<file path="src/rtl/hs_pkg.sv">
package hs_pkg;
  localparam int BYTE_W = 8;

  typedef struct packed {
    logic tack_n;
    logic tip_n;
  } hs_pins_t;

  localparam hs_pins_t PINS_IDLE = '{tack_n: 1'b1, tip_n: 1'b1};
endpackage

</file>
<file path="src/rtl/hs_fifo.sv">
module hs_fifo #(
  parameter int W     = 8,
  parameter int DEPTH = 16
) (
  input  logic                         clk,
  input  logic                         rst_n,
  input  logic                         push,
  input  logic [W-1:0]                 din,
  input  logic                         pop,
  output logic [W-1:0]                 dout,
  output logic                         full,
  output logic                         empty,
  output logic [$clog2(DEPTH+1)-1:0]   level
);
  localparam int AW = (DEPTH > 1) ? $clog2(DEPTH) : 1;
  localparam int CW = $clog2(DEPTH + 1);

  logic [W-1:0]  mem [DEPTH];
  logic [AW-1:0] wr_q, wr_d, rd_q, rd_d;
  logic [CW-1:0] cnt_q, cnt_d;
  logic          do_push, do_pop;

  assign full    = (cnt_q == CW'(DEPTH));
  assign empty   = (cnt_q == '0);
  assign do_push = push && !full;
  assign do_pop  = pop && !empty;
  assign dout    = mem[rd_q];
  assign level   = cnt_q;

  function automatic logic [AW-1:0] bump(input logic [AW-1:0] p);
    return (p == AW'(DEPTH - 1)) ? '0 : p + AW'(1);
  endfunction

  always_comb begin
    wr_d  = do_push ? bump(wr_q) : wr_q;
    rd_d  = do_pop  ? bump(rd_q) : rd_q;
    cnt_d = cnt_q;
    if (do_push && !do_pop) cnt_d = cnt_q + CW'(1);
    if (do_pop && !do_push) cnt_d = cnt_q - CW'(1);
  end

  always_ff @(posedge clk or negedge rst_n) begin
    if (!rst_n) begin
      wr_q  <= '0;
      rd_q  <= '0;
      cnt_q <= '0;
    end else begin
      wr_q  <= wr_d;
      rd_q  <= rd_d;
      cnt_q <= cnt_d;
    end
  end

  always_ff @(posedge clk) begin
    if (do_push) mem[wr_q] <= din;
  end
endmodule

</file>
<file path="src/rtl/hs_sr_delay.sv">
module hs_sr_delay #(
  parameter int DW = 16
) (
  input  logic          clk,
  input  logic          rst_n,
  input  logic          sched,
  input  logic          bypass,
  input  logic          tick,
  input  logic [DW-1:0] load,
  output logic          irq
);
  logic          busy_q, busy_d;
  logic [DW-1:0] cnt_q, cnt_d;
  logic          fire;

  always_comb begin
    busy_d = busy_q;
    cnt_d  = cnt_q;
    fire   = 1'b0;
    if (sched) begin
      if (bypass || (load == '0)) begin
        fire   = 1'b1;
        busy_d = 1'b0;
      end else begin
        busy_d = 1'b1;
        cnt_d  = load;
      end
    end else if (busy_q && tick) begin
      if (cnt_q == DW'(1)) begin
        fire   = 1'b1;
        busy_d = 1'b0;
      end else begin
        cnt_d = cnt_q - DW'(1);
      end
    end
  end

  always_ff @(posedge clk or negedge rst_n) begin
    if (!rst_n) begin
      busy_q <= 1'b0;
      cnt_q  <= '0;
      irq    <= 1'b0;
    end else begin
      busy_q <= busy_d;
      cnt_q  <= cnt_d;
      irq    <= fire;
    end
  end
endmodule

</file>
<file path="src/rtl/hs_step_ctrl.sv">
module hs_step_ctrl
  import hs_pkg::*;
(
  input  logic              clk,
  input  logic              rst_n,
  input  logic              pb_we,
  input  hs_pins_t          pins,
  input  logic              host_sends,
  input  logic              rep_empty,
  input  logic              rep_one,
  input  logic [BYTE_W-1:0] rep_head,
  input  logic              out_full,
  output logic              rep_pop,
  output logic              out_push,
  output logic              sched,
  output logic              treq_n,
  output logic              ovf,
  output logic [BYTE_W-1:0] sr_byte,
  output logic              sr_load
);
  hs_pins_t          prev_q, prev_d;
  logic              treq_d, ovf_d, load_d;
  logic [BYTE_W-1:0] sr_d;

  always_comb begin
    prev_d   = prev_q;
    treq_d   = treq_n;
    ovf_d    = ovf;
    sr_d     = sr_byte;
    load_d   = 1'b0;
    rep_pop  = 1'b0;
    out_push = 1'b0;
    sched    = 1'b0;
    if (pb_we) begin
      prev_d = pins;
      if (!pins.tip_n) begin
        if (pins != prev_q) begin
          if (host_sends) begin
            if (!out_full) begin
              out_push = 1'b1;
              sched    = 1'b1;
            end else begin
              ovf_d = 1'b1;
            end
          end else if (!rep_empty) begin
            rep_pop = 1'b1;
            sr_d    = rep_head;
            load_d  = 1'b1;
            sched   = 1'b1;
            if (rep_one) treq_d = 1'b1;
          end
        end
      end else if (!prev_q.tip_n && (pins.tack_n != prev_q.tack_n)) begin
        treq_d = pins.tack_n;
        sched  = 1'b1;
      end else if (!rep_empty) begin
        treq_d = 1'b0;
      end
    end
  end

  always_ff @(posedge clk or negedge rst_n) begin
    if (!rst_n) begin
      prev_q  <= PINS_IDLE;
      treq_n  <= 1'b1;
      ovf     <= 1'b0;
      sr_byte <= '0;
      sr_load <= 1'b0;
    end else begin
      prev_q  <= prev_d;
      treq_n  <= treq_d;
      ovf     <= ovf_d;
      sr_byte <= sr_d;
      sr_load <= load_d;
    end
  end
endmodule

</file>
<file path="src/rtl/hs_responder.sv">
module hs_responder
  import hs_pkg::*;
#(
  parameter int DEPTH = 16,
  parameter int DLY_W = 16
) (
  input  logic              clk,
  input  logic              rst_n,
  input  logic              us_tick,
  input  logic              pb_we,
  input  logic              pb_tip_n,
  input  logic              pb_tack_n,
  input  logic [7:0]        dirb,
  input  logic              host_sends,
  input  logic [BYTE_W-1:0] sr_wr_byte,
  input  logic [DLY_W-1:0]  dly_us,
  input  logic              reply_we,
  input  logic [BYTE_W-1:0] reply_data,
  output logic              reply_full,
  input  logic              capt_re,
  output logic [BYTE_W-1:0] capt_data,
  output logic              capt_valid,
  output logic [BYTE_W-1:0] sr_rd_byte,
  output logic              sr_rd_load,
  output logic              treq_n,
  output logic              sr_irq,
  output logic              ovf
);
  localparam int CW = $clog2(DEPTH + 1);

  hs_pins_t          pins;
  logic              rep_pop, rep_empty;
  logic [BYTE_W-1:0] rep_head;
  logic [CW-1:0]     rep_level, out_level;
  logic              out_push, out_full, out_empty;
  logic              step_sched;
  logic              dly_bypass;

  assign pins       = '{tack_n: pb_tack_n, tip_n: pb_tip_n};
  assign dly_bypass = (dirb == 8'hFF);
  assign capt_valid = !out_empty;

  hs_fifo #(.W(BYTE_W), .DEPTH(DEPTH)) u_reply_q (
    .clk(clk), .rst_n(rst_n),
    .push(reply_we), .din(reply_data),
    .pop(rep_pop), .dout(rep_head),
    .full(reply_full), .empty(rep_empty), .level(rep_level)
  );

  hs_fifo #(.W(BYTE_W), .DEPTH(DEPTH)) u_capt_q (
    .clk(clk), .rst_n(rst_n),
    .push(out_push), .din(sr_wr_byte),
    .pop(capt_re), .dout(capt_data),
    .full(out_full), .empty(out_empty), .level(out_level)
  );

  hs_step_ctrl u_ctrl (
    .clk(clk), .rst_n(rst_n),
    .pb_we(pb_we), .pins(pins), .host_sends(host_sends),
    .rep_empty(rep_empty), .rep_one(rep_level == CW'(1)), .rep_head(rep_head),
    .out_full(out_full),
    .rep_pop(rep_pop), .out_push(out_push), .sched(step_sched),
    .treq_n(treq_n), .ovf(ovf), .sr_byte(sr_rd_byte), .sr_load(sr_rd_load)
  );

  hs_sr_delay #(.DW(DLY_W)) u_delay (
    .clk(clk), .rst_n(rst_n),
    .sched(step_sched), .bypass(dly_bypass), .tick(us_tick),
    .load(dly_us), .irq(sr_irq)
  );

  logic unused_lvl;
  assign unused_lvl = ^out_level;
endmodule

</file>
<file path="config.mk">
export PLATFORM = sky130hd
export DESIGN_NAME = hs_responder
export DESIGN_NICKNAME = d
export VERILOG_FILES = /design/src/rtl/hs_pkg.sv /design/src/rtl/hs_fifo.sv /design/src/rtl/hs_sr_delay.sv /design/src/rtl/hs_step_ctrl.sv /design/src/rtl/hs_responder.sv
export SDC_FILE = /design/constraint.sdc
export NUM_CORES = 1
export LEC_CHECK = 0
export BUFFER_PORTS_ARGS = -buffer_cell sky130_fd_sc_hd__clkbuf_2
export CORE_MARGIN = 2
export CORE_UTILIZATION = 40
export CTS_BUF_LIST = sky130_fd_sc_hd__clkbuf_8
export CTS_CLUSTER_DIAMETER = 80
export CTS_CLUSTER_SIZE = 16
export DETAILED_ROUTE_END_ITERATION = 6
export GPL_ROUTABILITY_DRIVEN = 0
export PLACE_DENSITY = 0.6
export SYNTH_ARGS = -nofsm -noshare
export SYNTH_HDL_FRONTEND = slang
export SYNTH_SLANG_ARGS = --single-unit
</file>
<file path="constraint.sdc">
create_clock -name clk -period 3.9 [get_ports clk]
set_clock_uncertainty 0.05 [all_clocks]
set_input_delay 0.195 -clock clk [delete_from_list [all_inputs] [get_ports clk]]
set_output_delay 0.195 -clock clk [all_outputs]
set_load 0.01 [all_outputs]
</file>
==> results.py <==
metrics = {
    "yosys": {
        "synthesis.nets": 878,
        "synthCells": 807,
        "ys.flop_type": "edfxtp_1",
        "synthArstFlopShare_pct": 18.2,
        "syn_area_mm2": 0.0133,
        "syn_area_per_cell_um2": 16.5,
        "synth_edf_count": 256,
        "yosys-top-cells-area": "edfxtp_1 (58%), dfrtp_1 (10%), mux4_2 (8.1%), mux2i_1 (3.6%), ha_1 (2.0%)",
        "yosysTopAreaCell": "edfxtp_1",
        "synthTopCellsByCount": "edfxtp_1 (256), dfrtp_1 (54), mux2i_1 (48), mux4_2 (48), nand2_1 (44)",
        "synth.most_common_cell": "edfxtp_1",
        "ys_seq_area_share_pct": 68.6,
        "synth_top_area_share_pct": 57.9,
        "yosys_warnings": 0,
        "ys_ff_latch": 313,
        "ys_types": 69,
    },
    "finish": {
        "fin_cells": 1365,
        "syn_to_final_growth_pct": 11.6,
        "fin_nets": 978,
        "drive_gt1_share_pct": 20.4,
        "n_antenna_cell": 0,
    },
    "timing": {
        "hold_viol": 0,
        "relSlewSlack_pct": 30.7,
        "rsz0062_at_grt": "false",
        "worst_slew_pin_slew_ns": 1.04,
        "setup_viol": 0,
        "min_period_over_period_pct": 77.5,
        "tns_ns": 0,
        "clock.fmax_mhz": 331,
        "fin_crit_ns": 3.02,
        "drv_slew": 0,
    },
    "clock_network": {
        "cts_tree": "built",
        "numCtsBuffers": 23,
        "post-cts-setup-buffers": 0,
        "clk_pin_slew_ns": 0.11,
        "clock-sinks": 313,
        "clk_latency_ns": 0.57,
        "cts_buffer_depth": 3,
        "cts_root_buf": "clkbuf_8",
        "htreeDepth": 1,
    },
    "drt": {
        "met3_length_um": 1130,
        "wl_met2_um": 13500,
        "drcViolationCount": 0,
        "met1_length_um": 12300,
        "routed_wl_um": 27400,
        "routed_via_density": 5.34,
        "wl_per_cell_um": 20.0,
        "vias": 7295,
        "ant_nets": 0,
        "highest-signal-layer": "met4",
        "drt_pass1_iterations": 4,
        "drtIter0Drc": 481,
    },
    "placement": {
        "dp.cells": 1296,
        "dp_hpwl_um": 17800,
        "io_buffers": 70,
    },
    "critical_path": {
        "cp.required_ns": 4.32,
        "cp.arrival_ns": 3.44,
        "endpoint_kind": "register",
        "cp_max_fo": 5,
        "crit_type": "reg2reg",
        "critPathLaunchType": "register",
    },
    "floorplanning": {
        "rows": 66,
        "pin_count": 71,
        "die_y_um": 186,
        "die-width_um": 186,
        "coreArea_mm2": 0.0326,
        "start_util_pct": 40.7,
        "dieArea_mm2": 0.0347,
    },
    "job": {
        "maxCapViolCount": 0,
    },
    "global_routing": {
        "overflow": 0,
        "first_global_vias": 7442,
        "grt_pass1_wl_um": 42800,
        "grt_max_degree": 37,
        "antenna_found_initial": 0,
        "track_usage_pct": 16.1,
    },
    "power": {
        "design_power_total_mw": 8.78,
        "power-per-cell-area_mw_per_mm2": 592,
        "power_leakage_nw": 5.23,
        "peakVddDrop_mv": 0.305,
    },
    "run_status": {
        "status": "finished, final reports clean",
    },
    "worst_hold_path": {
        "hold_class": "in2reg",
    },
}
## report_power, final
part	internal, mW	switching (mW)	leakage [nW]
registers	4.01	0.443	2.99
logic	1.30	1.46	1.99
clock network	0.556	1.01	0.256
## placed cells by master (no fill, tap or decap), drive strengths merged, types with 7 or more instances in the layout
cell type / n
edfxtp: 256
clkbuf: 93
dfrtp: 54
mux2i: 48
mux4: 48
nand2: 44
inv: 36
nor2: 28
dlygate4sd3: 28
nor3: 25
o21ai: 22
ha: 21
and2: 19
a221oi: 18
nand3: 17
buf: 16
a221o: 12
mux2: 11
nor4: 11
a21oi: 11
a22oi: 9
xnor2: 9
a21o: 7
## area by class of cell
cell class	count	area, um2
inverters	19	71.3
well taps	442	553
fillers	2833	17800
clock inverters	18	71.3
repair buffers	114	763
clock buffers	23	317
flip-flops and latches	313	9120
multi-input cells	436	3930
## kinds of logic after synthesis
group / count (synthesis) / share of synthesized area [%]
DFF: 313 / 68.6
AOI/OAI and AO/OA: 108 / 6.40
xor gates and xnor gates: 15 / 0.989
buffers and inverters: 58 / 1.76
and+or+nand+nor: 184 / 7.40
muxes: 107 / 12.7
adders and majority gates: 22 / 2.13
## repair_timing
| action | 4_1_cts | 5_1_grt |
|---|---|---|
| gates resized for setup | 0 | 0 |
| endpoints found under the hold margin | 90 | 0 |
| hold buffers | 28 | 0 |
## worst max-delay path, cell delays in order, from the launching register on
cell	delay [ns]
dfrtp_1	0.46
nor4_1	0.57
nand2b_1	0.14
nand2_1	0.17
inv_1	0.11
ha_1	0.29
fa_1	0.43
a21o_1	0.18
a21oi_1	0.16
xor2_1	0.15
nor2_1	0.06
xor2_1	0.14
## flip-flops by register name, summed over array words and instances, names as in the netlist, 2 cells and up
signal	flops
u_capt_q.rd_q	4
u_reply_q.level	5
u_capt_q.level	5
u_reply_q.rd_q	4
u_capt_q.mem	128
u_ctrl.prev_q	2
u_delay.cnt_q	16
u_ctrl.sr_byte	8
u_reply_q.mem	128
u_capt_q.wr_q	4
u_reply_q.wr_q	4
## metrics by stage
stage / setup WS [ns] / hold WS, ns / cell area (um2) / utilization (%)
floorplan: 1.06 / -0.151 / 13300 / -
global placement: 0.966 / 0.308 / 14200 / 43.4
detailed placement: 0.881 / 0.312 / 14200 / 43.4
CTS: 0.842 / 0.000769 / 14800 / 45.5
global route: 0.580 / 0.00921 / 14800 / 45.5
finish: 0.878 / 0.0160 / 14800 / 45.5
## final timing paths
check / start / endpoint / slack (ns) / cells past startpoint
max in group asynchronous: rst_n / u_capt_q.rd_q[1] / 2.68 / 3
hold reg to reg: u_delay.busy_q / u_delay.busy_q / 0.46 / 1
setup / recovery: u_capt_q.level[0] / u_capt_q.level[4] / 0.88 / 11
hold / removal: reply_data[5] / u_reply_q.mem[2][5] / 0.02 / 1
setup reg to reg: u_capt_q.level[0] / u_capt_q.level[4] / 0.88 / 11
min in group asynchronous: rst_n / u_delay.cnt_q[9] / 0.22 / 2
## metal layers
layer / global-route usage, % / vias to the layer above
met2: 27.7 / 141
met1: 22.1 / 3713
met4: 3.31 / 0
li1: - / 3413
met3: 2.26 / 28
met5: 0 / -
(Power assumes the default switching activity.)
